$ cat src/rtl/prt_rev_pkg.sv
package prt_rev_pkg;

    localparam int DEF_DATA_W        = 8;
    localparam int DEF_SYNC_STAGES   = 2;
    localparam int DEF_STROBE_CYCLES = 4;

    typedef enum logic [1:0] {
        RX_IDLE   = 2'd0,
        RX_READY  = 2'd1,
        RX_BUSY   = 2'd2,
        RX_STROBE = 2'd3
    } rx_state_e;

    typedef enum logic {
        XFER_NIBBLE = 1'b0,
        XFER_BYTE   = 1'b1
    } xfer_mode_e;

endpackage

$ cat src/rtl/prt_rev_sync.sv
module prt_rev_sync #(
    parameter int W = 1,
    parameter int STAGES = 2,
    parameter logic [W-1:0] RST_VAL = '0
) (
    input  logic         clk,
    input  logic         rst,
    input  logic [W-1:0] d,
    output logic [W-1:0] q
);
    logic [W-1:0] stg [STAGES];

    always_ff @(posedge clk) begin
        if (rst) begin
            for (int i = 0; i < STAGES; i++) stg[i] <= RST_VAL;
        end else begin
            stg[0] <= d;
            for (int i = 1; i < STAGES; i++) stg[i] <= stg[i-1];
        end
    end

    assign q = stg[STAGES-1];
endmodule

$ cat src/rtl/prt_rev_pulse.sv
module prt_rev_pulse #(
    parameter int CYCLES = 4
) (
    input  logic clk,
    input  logic rst,
    input  logic clr,
    input  logic start,
    output logic active_n,
    output logic done
);
    localparam int CW = $clog2(CYCLES + 1);

    logic [CW-1:0] cnt_q;

    always_ff @(posedge clk) begin
        if (rst || clr)          cnt_q <= '0;
        else if (start)          cnt_q <= CW'(CYCLES);
        else if (cnt_q != '0)    cnt_q <= cnt_q - 1'b1;
    end

    assign active_n = (cnt_q == '0);
    assign done     = (cnt_q == CW'(1));

    // Counter never exceeds its programmed length (strobe width bound)
    assert_pulse_len_R7: assert property (@(posedge clk) disable iff (rst)
        cnt_q <= CW'(CYCLES));

    // A pulse is never restarted while one is running
    assert_no_restart_R7: assert property (@(posedge clk) disable iff (rst)
        !active_n |-> !start);
endmodule

$ cat src/rtl/prt_rev_fsm.sv
module prt_rev_fsm
    import prt_rev_pkg::*;
#(
    parameter int DATA_W = 8
) (
    input  logic              clk,
    input  logic              rst,
    input  logic              enable,
    input  logic              byte_mode,
    input  logic              ack_s,
    input  logic [DATA_W/2-1:0] stat_s,
    input  logic [DATA_W-1:0] data_s,
    input  logic              pulse_done,
    output logic              autofd_n,
    output logic              pulse_start,
    output logic [DATA_W-1:0] rx_byte,
    output logic              rx_valid
);
    localparam int NIB_W = DATA_W / 2;

    rx_state_e         state_q, state_d;
    logic              capture;
    logic              half_q;
    logic [NIB_W-1:0]  low_q;
    logic [DATA_W-1:0] byte_q;
    logic              valid_q;
    xfer_mode_e        mode;

    assign mode = xfer_mode_e'(byte_mode);

    always_comb begin
        state_d     = state_q;
        capture     = 1'b0;
        pulse_start = 1'b0;
        if (!enable) begin
            state_d = RX_IDLE;
        end else begin
            unique case (state_q)
                RX_IDLE:  state_d = RX_READY;
                RX_READY: if (!ack_s) begin
                    capture = 1'b1;
                    state_d = RX_BUSY;
                end
                RX_BUSY: if (ack_s) begin
                    if (mode == XFER_BYTE) begin
                        pulse_start = 1'b1;
                        state_d     = RX_STROBE;
                    end else begin
                        state_d = RX_READY;
                    end
                end
                RX_STROBE: if (pulse_done) state_d = RX_READY;
                default:   state_d = RX_IDLE;
            endcase
        end
    end

    always_ff @(posedge clk) begin
        if (rst) begin
            state_q <= RX_IDLE;
            half_q  <= 1'b0;
            low_q   <= '0;
            byte_q  <= '0;
            valid_q <= 1'b0;
        end else begin
            state_q <= state_d;
            valid_q <= 1'b0;
            if (!enable) begin
                half_q <= 1'b0;
            end else if (capture) begin
                if (mode == XFER_BYTE) begin
                    byte_q  <= data_s;
                    valid_q <= 1'b1;
                end else if (!half_q) begin
                    low_q  <= stat_s;
                    half_q <= 1'b1;
                end else begin
                    byte_q  <= {stat_s, low_q};
                    valid_q <= 1'b1;
                    half_q  <= 1'b0;
                end
            end
        end
    end

    assign autofd_n = (state_q != RX_READY);
    assign rx_byte  = byte_q;
    assign rx_valid = valid_q;

    // Valid is a single-cycle pulse
    assert_valid_pulse_R8: assert property (@(posedge clk) disable iff (rst)
        rx_valid |=> !rx_valid);

    // Byte output only changes together with a valid pulse
    assert_byte_hold_R8: assert property (@(posedge clk) disable iff (rst)
        !rx_valid |-> $stable(rx_byte));

    // Busy is signalled only after the synchronized acknowledge was seen, or on disable
    assert_busy_after_ack_R3: assert property (@(posedge clk) disable iff (rst)
        $rose(autofd_n) |-> (!$past(ack_s) || !$past(enable)));

    // A new byte appears together with the busy level on the handshake line
    assert_valid_when_busy_R3: assert property (@(posedge clk) disable iff (rst)
        rx_valid |-> autofd_n);
endmodule

$ cat src/rtl/prt_rev_rx.sv
module prt_rev_rx
    import prt_rev_pkg::*;
#(
    parameter int DATA_W        = DEF_DATA_W,
    parameter int SYNC_STAGES   = DEF_SYNC_STAGES,
    parameter int STROBE_CYCLES = DEF_STROBE_CYCLES
) (
    input  logic                clk,
    input  logic                rst,
    input  logic                enable,
    input  logic                byte_mode,
    input  logic                ack_n,
    input  logic [DATA_W/2-1:0] status_in,
    input  logic [DATA_W-1:0]   data_in,
    output logic                autofd_n,
    output logic                strobe_n,
    output logic [DATA_W-1:0]   rx_byte,
    output logic                rx_valid
);
    localparam int NIB_W = DATA_W / 2;

    logic              ack_s;
    logic [NIB_W-1:0]  stat_s;
    logic [DATA_W-1:0] data_s;
    logic              pulse_start;
    logic              pulse_done;

    prt_rev_sync #(.W(1), .STAGES(SYNC_STAGES), .RST_VAL(1'b1)) u_sync_ack (
        .clk(clk), .rst(rst), .d(ack_n), .q(ack_s)
    );

    prt_rev_sync #(.W(NIB_W), .STAGES(SYNC_STAGES), .RST_VAL('0)) u_sync_stat (
        .clk(clk), .rst(rst), .d(status_in), .q(stat_s)
    );

    prt_rev_sync #(.W(DATA_W), .STAGES(SYNC_STAGES), .RST_VAL('0)) u_sync_data (
        .clk(clk), .rst(rst), .d(data_in), .q(data_s)
    );

    prt_rev_fsm #(.DATA_W(DATA_W)) u_fsm (
        .clk(clk), .rst(rst), .enable(enable), .byte_mode(byte_mode),
        .ack_s(ack_s), .stat_s(stat_s), .data_s(data_s),
        .pulse_done(pulse_done), .autofd_n(autofd_n),
        .pulse_start(pulse_start), .rx_byte(rx_byte), .rx_valid(rx_valid)
    );

    prt_rev_pulse #(.CYCLES(STROBE_CYCLES)) u_strobe (
        .clk(clk), .rst(rst), .clr(!enable), .start(pulse_start),
        .active_n(strobe_n), .done(pulse_done)
    );

    // Disable forces the idle levels on both handshake outputs
    assert_disable_idle_R2: assert property (@(posedge clk) disable iff (rst)
        !enable |=> (autofd_n && strobe_n));

    // Strobe only while the ready line is released
    assert_strobe_busy_R7: assert property (@(posedge clk) disable iff (rst)
        !strobe_n |-> autofd_n);

    // No strobe in nibble mode
    assert_no_nibble_strobe_R7: assert property (@(posedge clk) disable iff (rst)
        !byte_mode |-> strobe_n);
endmodule

$ cat config.mk
export PLATFORM = sky130hd
export DESIGN_NAME = prt_rev_rx
export DESIGN_NICKNAME = d
export VERILOG_FILES = /design/src/rtl/prt_rev_pkg.sv /design/src/rtl/prt_rev_sync.sv /design/src/rtl/prt_rev_pulse.sv /design/src/rtl/prt_rev_fsm.sv /design/src/rtl/prt_rev_rx.sv
export SDC_FILE = /design/constraint.sdc
export NUM_CORES = 1
export LEC_CHECK = 0
export ABC_AREA = 0
export CORE_ASPECT_RATIO = 0.9
export CORE_UTILIZATION = 55
export DETAILED_ROUTE_END_ITERATION = 8
export PLACE_DENSITY = 0.82
export SLEW_MARGIN = 20
export SYNTH_ARGS = -nofsm -noshare
export SYNTH_HDL_FRONTEND = slang
export SYNTH_SLANG_ARGS = --single-unit
$ cat constraint.sdc
create_clock -name clk -period 2.8 [get_ports clk]
set_input_delay 0.28 -clock clk [delete_from_list [all_inputs] [get_ports clk]]
set_output_delay 0.28 -clock clk [all_outputs]
set_load 0.01 [all_outputs]
==> results of run 1 <==
==> synth_stat cells (all sizes together) <==
library cell / count / area, sq um
a211oi: 9 / 108
a21oi: 14 / 92.6
a221oi: 1 / 15.0
and3b: 1 / 10.0
buf: 5 / 51.3
clkbuf: 2 / 8.75
dfxtp: 45 / 901
ha: 6 / 75.1
inv: 6 / 22.5
mux2i: 11 / 110
nand2: 4 / 15.0
nand2b: 3 / 18.8
nand3: 5 / 25.0
nand3b: 1 / 7.51
nor2: 6 / 37.5
nor2b: 26 / 163
nor3: 1 / 5.00
nor3b: 1 / 12.5
o21ai: 4 / 20.0
or2: 3 / 18.8
or3: 1 / 6.26
xnor2: 2 / 17.5
==> through the flow <==
stage	hold WS, ns	worst slack (ns)	instance area, sq um	util
after global routing	0.449	0.667	2100	0.729
final	0.428	0.814	2100	0.729
after CTS	0.427	0.795	2100	0.729
after global placement	0.398	0.998	2020	0.699
after detailed placement	0.400	0.946	2020	0.699
after floorplan	0.384	1.49	1740	-
==> logic make-up after synthesis <==
kind of cell | Yosys count
and+or+nand+nor | 52
DFF | 45
AOI/OAI and AO/OA | 28
buffers and inverters | 13
muxes | 11
adders and majority gates | 6
xor gates and xnor gates | 2
==> final timing paths <==
check | slack, ns | to
hold / removal | 0.43 | u_sync_ack.stg[0][1]$_SDFF_PP1_
setup / recovery | 0.81 | strobe_n
setup reg to reg | 1.28 | u_fsm.rx_byte[2]$_SDFFE_PP0P_
hold reg to reg | 0.43 | u_sync_ack.stg[0][1]$_SDFF_PP1_
==> power by group through the flow <==
| stage | logic [uW] | registers, uW | clock network, uW |
|---|---|---|---|
| floorplan | 51.9 | 680 | 0 |
| global placement | 81.3 | 681 | 0 |
| detailed placement | 83.4 | 682 | 0 |
| CTS | 84.0 | 667 | 410 |
| global route | 92.2 | 669 | 440 |
| finish | 83.5 | 667 | 398 |
==> final cells by class <==
class | instances | area [sq um] | share of cell area
repair buffers | 29 | 285 | 0.136
multi-input cells | 99 | 757 | 0.360
flip-flops and latches | 45 | 901 | 0.429
clock inverters | 1 | 30.0 | 0.0143
clock buffers | 7 | 55.1 | 0.0262
inverters | 6 | 22.5 | 0.0107
well taps | 40 | 50.0 | 0.0238
==> per-layer routing <==
layer  GRT usage  vias up  share of wire  wire length [microns]
met3      0.0562        7          0.040                    102
met5           0        -              0                      0
met2       0.275       26           0.48                   1230
met1       0.221      505           0.47                   1200
li1            -      585              -                      -
met4      0.0779        0          0.017                     45
==> registers in the layout, indices dropped and copies added, names as in the netlist <==
register / cells
u_fsm.half_q: 1
u_sync_ack.stg: 2
u_sync_stat.stg: 8
u_fsm.low_q: 4
u_strobe.cnt_q: 3
u_fsm.rx_byte: 8
u_fsm.rx_valid: 1
u_sync_data.stg: 16
u_fsm.state_q: 2
==> worst max-delay path, delay by kind of cell, from the launching register on <==
kind | cells | cell delay, ns
adders and majority gates | 1 | 0.21
and+or+nand+nor | 1 | 0.16
DFF | 1 | 0.39
buffers and inverters | 3 | 0.60
==> placed cells by master, fill, tap and decap left out, drive strengths merged <==
master         instances
nor3b                  1
dfxtp                 45
nor2                   6
inv                    6
a211oi                 9
or2                    3
nor2b                 26
a221oi                 1
or3                    1
nand3b                 1
buf                    2
nand2b                 3
a21oi                 14
o21ai                  4
xnor2                  2
nand3                  5
clkbuf                 7
nand2                  4
clkdlybuf4s50         27
ha                     6
and3b                  1
bufinv                 1
nor3                   1
mux2i                 11
==> flow_results.xml, run 1 <==
<?xml version="1.0" encoding="UTF-8"?>
<metrics>
  <group name="outcome">
    <metric name="status" unit="">finished clean</metric>
  </group>
  <group name="die">
    <metric name="floorplan_core_area" unit="sq um">2880</metric>
    <metric name="design.die.area" unit="sq um">3390</metric>
    <metric name="die_w" unit="microns">61.3</metric>
    <metric name="io-pin-count" unit="">28</metric>
    <metric name="chipHeight" unit="microns">55.4</metric>
    <metric name="num_rows" unit="">18</metric>
    <metric name="initial_utilization" unit="">0.604</metric>
  </group>
  <group name="hold_path">
    <metric name="min_path_cells" unit="">1</metric>
    <metric name="critical_hold_path_startpoint" unit="">u_sync_ack.stg[0][0]$_SDFF_PP1_</metric>
    <metric name="hold_path_class" unit="">register to register</metric>
  </group>
  <group name="cells_and_area">
    <metric name="signed_area_change_from_the_synthesized_netlist_to_the_final_layout" unit="%">20.7</metric>
    <metric name="num_antenna_cells" unit="">0</metric>
    <metric name="fillerInstances" unit="">219</metric>
    <metric name="num-nets-final" unit="">209</metric>
    <metric name="layout-drive-gt1-share" unit="">0.160</metric>
    <metric name="final_cell_count_without_fillers" unit="">227</metric>
  </group>
  <group name="critical_path">
    <metric name="setup.worst_path.start" unit="">u_strobe.cnt_q[0]$_SDFFE_PP0P_</metric>
    <metric name="crit_arrival" unit="ns">1.71</metric>
    <metric name="reg2regPathDepth" unit="">4</metric>
    <metric name="critPathMaxStageDelay" unit="ns">0.47</metric>
    <metric name="timing.critical_path.from_type" unit="">register</metric>
    <metric name="timing.critical_path.cells" unit="">inv_1, ha_1, nand2b_1, inv_1, clkdlybuf4s50_1</metric>
    <metric name="path_class" unit="">register to output port</metric>
    <metric name="critPathCaptureType" unit="">output port</metric>
    <metric name="timing.rr.start" unit="">u_fsm.state_q[0]$_SDFFE_PP0P_</metric>
    <metric name="worst-path-max-fanout" unit="">4</metric>
    <metric name="worstPathRequired" unit="ns">2.52</metric>
    <metric name="critical_path.most_common_cell" unit="">sky130_fd_sc_hd__inv_1</metric>
    <metric name="cpMaxStageDelayCell" unit="">sky130_fd_sc_hd__clkdlybuf4s50_1</metric>
  </group>
  <group name="power_and_ir_drop">
    <metric name="share_of_power_burned_in_registers" unit="">0.581</metric>
    <metric name="ir_drop" unit="mV">0.373</metric>
    <metric name="clockPowerShare" unit="">0.346</metric>
    <metric name="finalPower" unit="uW">1150</metric>
    <metric name="p_comb_frac" unit="">0.073</metric>
    <metric name="switching_power" unit="uW">229</metric>
    <metric name="p_sw_frac" unit="">0.200</metric>
    <metric name="pwr_dens" unit="nW/um^2">546</metric>
    <metric name="p_leak" unit="uW">0.000778</metric>
    <metric name="power.internal" unit="uW">919</metric>
  </group>
  <group name="logic_synthesis">
    <metric name="synthesis.yosys.warnings" unit="">0</metric>
    <metric name="synth.distinct_cells" unit="">30</metric>
    <metric name="post_synth_fa_ha_maj_area_fraction" unit="">0.0431</metric>
    <metric name="yosys.area_share.simple" unit="">0.183</metric>
    <metric name="synthesis.area" unit="sq um">1740</metric>
    <metric name="synthesis.nets" unit="">180</metric>
    <metric name="synth_compound_area_frac" unit="">0.135</metric>
    <metric name="synth_xor_area_frac" unit="">0.0101</metric>
    <metric name="synth.avg_cell_area" unit="sq um">11.1</metric>
    <metric name="ys_seq_area_frac" unit="">0.518</metric>
    <metric name="synthMuxAreaShare" unit="">0.0633</metric>
    <metric name="synth-seq-cells" unit="">45</metric>
    <metric name="synthesis.instances" unit="">157</metric>
    <metric name="combinational_family_with_the_most_area_after_synthesis" unit="">simple AND/OR/NAND/NOR gates</metric>
  </group>
  <group name="clock_tree">
    <metric name="clkSlewWorstSetupHoldPaths" unit="ns">0.11</metric>
    <metric name="h_tree_depth" unit="">2</metric>
    <metric name="clockRootBuffer" unit="">sky130_fd_sc_hd__clkbuf_4</metric>
    <metric name="clk_path_buf_depth" unit="">2</metric>
    <metric name="cts-resized-gates" unit="">0</metric>
    <metric name="cts_tree" unit="">yes</metric>
    <metric name="cts_setup_buffers" unit="">0</metric>
    <metric name="cts.sink_count" unit="">45</metric>
    <metric name="clk_latency" unit="ns">0.35</metric>
    <metric name="hold_buffers" unit="">0</metric>
    <metric name="cts_made_buffers" unit="">5</metric>
  </group>
  <group name="place">
    <metric name="placedCellCount" unit="">219</metric>
    <metric name="io_buffers" unit="">27</metric>
    <metric name="gp_routability_congestion" unit="">0.782</metric>
    <metric name="dp.final_hpwl" unit="microns">1810</metric>
  </group>
  <group name="timing">
    <metric name="worst_slew_slack_as_a_fraction_of_its_limit" unit="">0.656</metric>
    <metric name="finalSetupViolCount" unit="">0</metric>
    <metric name="post-route-period-util" unit="">0.709</metric>
    <metric name="rsz0062_at_grt" unit="">no</metric>
    <metric name="drv_slew" unit="">0</metric>
    <metric name="fin_crit" unit="ns">1.99</metric>
    <metric name="fin_tns_setup" unit="ns">0</metric>
    <metric name="clock_skew" unit="ns">0.00577</metric>
    <metric name="achievable-frequency" unit="MHz">503</metric>
    <metric name="hold_viol" unit="">0</metric>
    <metric name="tightest_slew" unit="ns">0.516</metric>
  </group>
  <group name="route">
    <metric name="number_of_detailed_route_iterations_in_the_first_pass" unit="">3</metric>
    <metric name="routed_via_density" unit="">4.95</metric>
    <metric name="wire_per_inst" unit="microns">11.3</metric>
    <metric name="post-route-drc-count" unit="">0</metric>
    <metric name="drt_iter0_drc" unit="">31</metric>
    <metric name="antenna_left" unit="">0</metric>
    <metric name="routed_wire_length" unit="microns">2580</metric>
    <metric name="dr_total_vias" unit="">1123</metric>
  </group>
  <group name="global_route">
    <metric name="grt_first_pass_wirelength" unit="microns">4390</metric>
    <metric name="first_global_vias" unit="">1037</metric>
    <metric name="grt_overflow" unit="">0</metric>
    <metric name="gr-usage-all-layers" unit="">0.177</metric>
    <metric name="grt_start_max_net_pins" unit="">40</metric>
    <metric name="antenna_found_initial" unit="">0</metric>
  </group>
  <group name="run">
    <metric name="max_cap_viol_count" unit="">0</metric>
  </group>
</metrics>
Note: power is estimated with default switching activity, not from simulation.
==> run 2: changes to the inputs <==
CORE_UTILIZATION = 52   (was 55)
PLACE_DENSITY = 0.78   (was 0.82)
clock period = 1.9 ns   (was 2.8 ns; I/O delays follow)
==> run 2 against run 1 <==
Worst hold slack improved by 0.0028 ns. Count of clock-buffer cells in the layout shrank 1. Critical path depth unchanged. Combinational power up 51%. Cell count rose by 1.8%. Clock skew shrank 0.0025 ns. Sequential share of layout area fell by 0.62 points. Via count is 2.2% higher. Power up 49%. First-iteration DRC count increased by 39%. Die area grew 5.6%. Critical path type unchanged.
==> flow_results.xml, run 2 (same netlist as run 1, synthesis figures left out) <==
<?xml version="1.0" encoding="UTF-8"?>
<metrics>
  <group name="outcome">
    <metric name="status" unit="">finished clean</metric>
  </group>
  <group name="critical_path">
    <metric name="setup_slack_of_the_worst_register_to_register_path" unit="ns">0.35</metric>
    <metric name="critical_path.most_common_cell" unit="">sky130_fd_sc_hd__inv_1</metric>
    <metric name="path_class" unit="">register to output port</metric>
    <metric name="worstPathRequired" unit="ns">1.71</metric>
    <metric name="cpMaxStageDelayCell" unit="">sky130_fd_sc_hd__clkdlybuf4s50_1</metric>
    <metric name="timing.critical_path.from_type" unit="">register</metric>
    <metric name="timing.rr.start" unit="">u_fsm.state_q[0]$_SDFFE_PP0P_</metric>
    <metric name="critPathMaxStageDelay" unit="ns">0.47</metric>
    <metric name="critPathCaptureType" unit="">output port</metric>
    <metric name="worst_r2r_endpoint" unit="">u_fsm.rx_byte[1]$_SDFFE_PP0P_</metric>
    <metric name="timing.critical_path.cells" unit="">inv_1, ha_1, nand2b_1, inv_1, clkdlybuf4s50_1</metric>
    <metric name="crit_arrival" unit="ns">1.61</metric>
    <metric name="reg2regPathDepth" unit="">4</metric>
    <metric name="setup.worst_path.start" unit="">u_strobe.cnt_q[0]$_SDFFE_PP0P_</metric>
    <metric name="worst-path-max-fanout" unit="">4</metric>
    <metric name="timing.critical_path.to" unit="">strobe_n</metric>
  </group>
  <group name="route">
    <metric name="wire_per_inst" unit="microns">12.2</metric>
    <metric name="dr_total_vias" unit="">1148</metric>
    <metric name="routed_via_density" unit="">4.97</metric>
    <metric name="post-route-drc-count" unit="">0</metric>
    <metric name="number_of_detailed_route_iterations_in_the_first_pass" unit="">4</metric>
    <metric name="drt_iter0_drc" unit="">43</metric>
    <metric name="antenna_left" unit="">0</metric>
    <metric name="routed_wire_length" unit="microns">2810</metric>
  </group>
  <group name="clock_tree">
    <metric name="hold_buffers" unit="">0</metric>
    <metric name="clkSlewWorstSetupHoldPaths" unit="ns">0.08</metric>
    <metric name="cts_made_buffers" unit="">5</metric>
    <metric name="h_tree_depth" unit="">2</metric>
    <metric name="cts.sink_count" unit="">45</metric>
    <metric name="clk_latency" unit="ns">0.28</metric>
    <metric name="clockRootBuffer" unit="">sky130_fd_sc_hd__clkbuf_8</metric>
    <metric name="clk_path_buf_depth" unit="">2</metric>
    <metric name="cts_tree" unit="">yes</metric>
  </group>
  <group name="die">
    <metric name="chipHeight" unit="microns">56.9</metric>
    <metric name="design.die.area" unit="sq um">3580</metric>
    <metric name="num_rows" unit="">19</metric>
    <metric name="floorplan_core_area" unit="sq um">3110</metric>
    <metric name="die_w" unit="microns">63.0</metric>
    <metric name="initial_utilization" unit="">0.559</metric>
    <metric name="io-pin-count" unit="">28</metric>
  </group>
  <group name="global_route">
    <metric name="first_global_vias" unit="">1132</metric>
    <metric name="grt_start_max_net_pins" unit="">40</metric>
    <metric name="grt_overflow" unit="">0</metric>
    <metric name="grt_first_pass_wirelength" unit="microns">4780</metric>
    <metric name="antenna_found_initial" unit="">0</metric>
    <metric name="gr-usage-all-layers" unit="">0.172</metric>
  </group>
  <group name="place">
    <metric name="dp_worst_setup_slack" unit="ns">0.370</metric>
    <metric name="dp.final_hpwl" unit="microns">2010</metric>
    <metric name="gp_routability_congestion" unit="">0.768</metric>
    <metric name="io_buffers" unit="">27</metric>
    <metric name="post_dp_cell_area" unit="sq um">2030</metric>
  </group>
  <group name="power_and_ir_drop">
    <metric name="finalPower" unit="uW">1710</metric>
    <metric name="p_leak" unit="uW">0.000795</metric>
    <metric name="ir_drop" unit="mV">0.619</metric>
    <metric name="pwr_dens" unit="nW/um^2">801</metric>
  </group>
  <group name="timing">
    <metric name="finalSetupViolCount" unit="">0</metric>
    <metric name="hold_viol" unit="">0</metric>
    <metric name="post-route-period-util" unit="">0.949</metric>
    <metric name="fin_crit" unit="ns">1.80</metric>
    <metric name="worst_setup_slack_after_layout" unit="ns">0.0961</metric>
    <metric name="tightest_slew" unit="ns">0.502</metric>
    <metric name="drv_slew" unit="">0</metric>
    <metric name="achievable-frequency" unit="MHz">554</metric>
    <metric name="clock_skew" unit="ns">0.00324</metric>
    <metric name="worst_slew_slack_as_a_fraction_of_its_limit" unit="">0.666</metric>
  </group>
  <group name="cells_and_area">
    <metric name="signed_area_change_from_the_synthesized_netlist_to_the_final_layout" unit="%">22.6</metric>
    <metric name="design_area" unit="sq um">2130</metric>
    <metric name="multi_input_comb_area" unit="sq um">757</metric>
    <metric name="num-nets-final" unit="">211</metric>
    <metric name="fillerInstances" unit="">237</metric>
    <metric name="final_cell_mix" unit="">sky130_fd_sc_hd__dfxtp_1 (44), sky130_fd_sc_hd__clkdlybuf4s50_1 (27), sky130_fd_sc_hd__nor2b_1 (26)</metric>
    <metric name="storage_cell_area" unit="sq um">902</metric>
    <metric name="layout-drive-gt1-share" unit="">0.180</metric>
    <metric name="top_register" unit="">u_sync_data.stg</metric>
    <metric name="largest_reg_flops" unit="">16</metric>
    <metric name="fin_util" unit="">0.685</metric>
    <metric name="num_antenna_cells" unit="">0</metric>
    <metric name="layout.cells.most_common" unit="">sky130_fd_sc_hd__dfxtp_1</metric>
  </group>
  <group name="hold_path">
    <metric name="hold_path_class" unit="">register to register</metric>
    <metric name="critical_hold_path_startpoint" unit="">u_sync_ack.stg[0][0]$_SDFF_PP1_</metric>
  </group>
  <group name="run">
    <metric name="max_cap_viol_count" unit="">0</metric>
  </group>
</metrics>
-- run 2: worst min-delay path by stage --
stage / endpoint / slack (ns) / cells after the start
global route: u_sync_ack.stg[0][1]$_SDFF_PP1_ / 0.44 / 1
detailed placement: u_sync_ack.stg[0][1]$_SDFF_PP1_ / 0.41 / 1
CTS: u_sync_ack.stg[0][1]$_SDFF_PP1_ / 0.43 / 1
global placement: u_sync_ack.stg[0][1]$_SDFF_PP1_ / 0.40 / 1
finish: u_sync_ack.stg[0][1]$_SDFF_PP1_ / 0.43 / 1
floorplan: u_sync_ack.stg[0][0]$_SDFF_PP1_ / 0.29 / 1
-- run 2: final cells by class --
cell class              count  share of cell area
clock buffers               6              0.0387
clock inverters             2             0.00821
inverters                   6              0.0106
multi-input cells          99               0.355
flip-flops and latches     45               0.423
well taps                  42              0.0246
repair buffers             31               0.141
-- run 2: per-stage QoR --
| stage | std cells | hold slack [ns] | TNS [ns] |
|---|---|---|---|
| floorplan | 157 | 0.294 | 0 |
| finish | 231 | 0.431 | 0 |
| global route | 231 | 0.442 | -0.00375 |
| detailed placement | 222 | 0.410 | 0 |
| CTS | 230 | 0.429 | 0 |
| global placement | 222 | 0.397 | 0 |
-- run 2: report_power, final --
group | leakage (uW) | internal, uW | total [uW] | switching, uW
registers | 0.000369 | 971 | 983 | 11.9
clock network | 0.0000518 | 301 | 602 | 301
logic | 0.000374 | 68.9 | 126 | 56.6
total | 0.000795 | 1340 | 1710 | 369
-- run 2: critical path: cells and delay by family, from the launching register on --
family                   cells  cell delay [ns]
buffers and inverters        3             0.60
flip-flops                   1             0.38
adder cells (fa/ha/maj)      1             0.21
AND/OR/NAND/NOR              1             0.14
-- run 2: routing by layer --
metal | part of all wire | GRT usage | vias up
met2 | 0.50 | 0.306 | 36
met1 | 0.44 | 0.199 | 526
met5 | 0 | 0 | -
met4 | 0.0057 | 0.0498 | 0
li1 | - | - | 584
met3 | 0.049 | 0.0508 | 2
-- run 2: what timing repair did --
action,4_1_cts,5_1_grt
setup endpoints to repair,0,2
gates resized for setup,0,1
buffers inserted,0,1
endpoints found under the hold margin,0,0
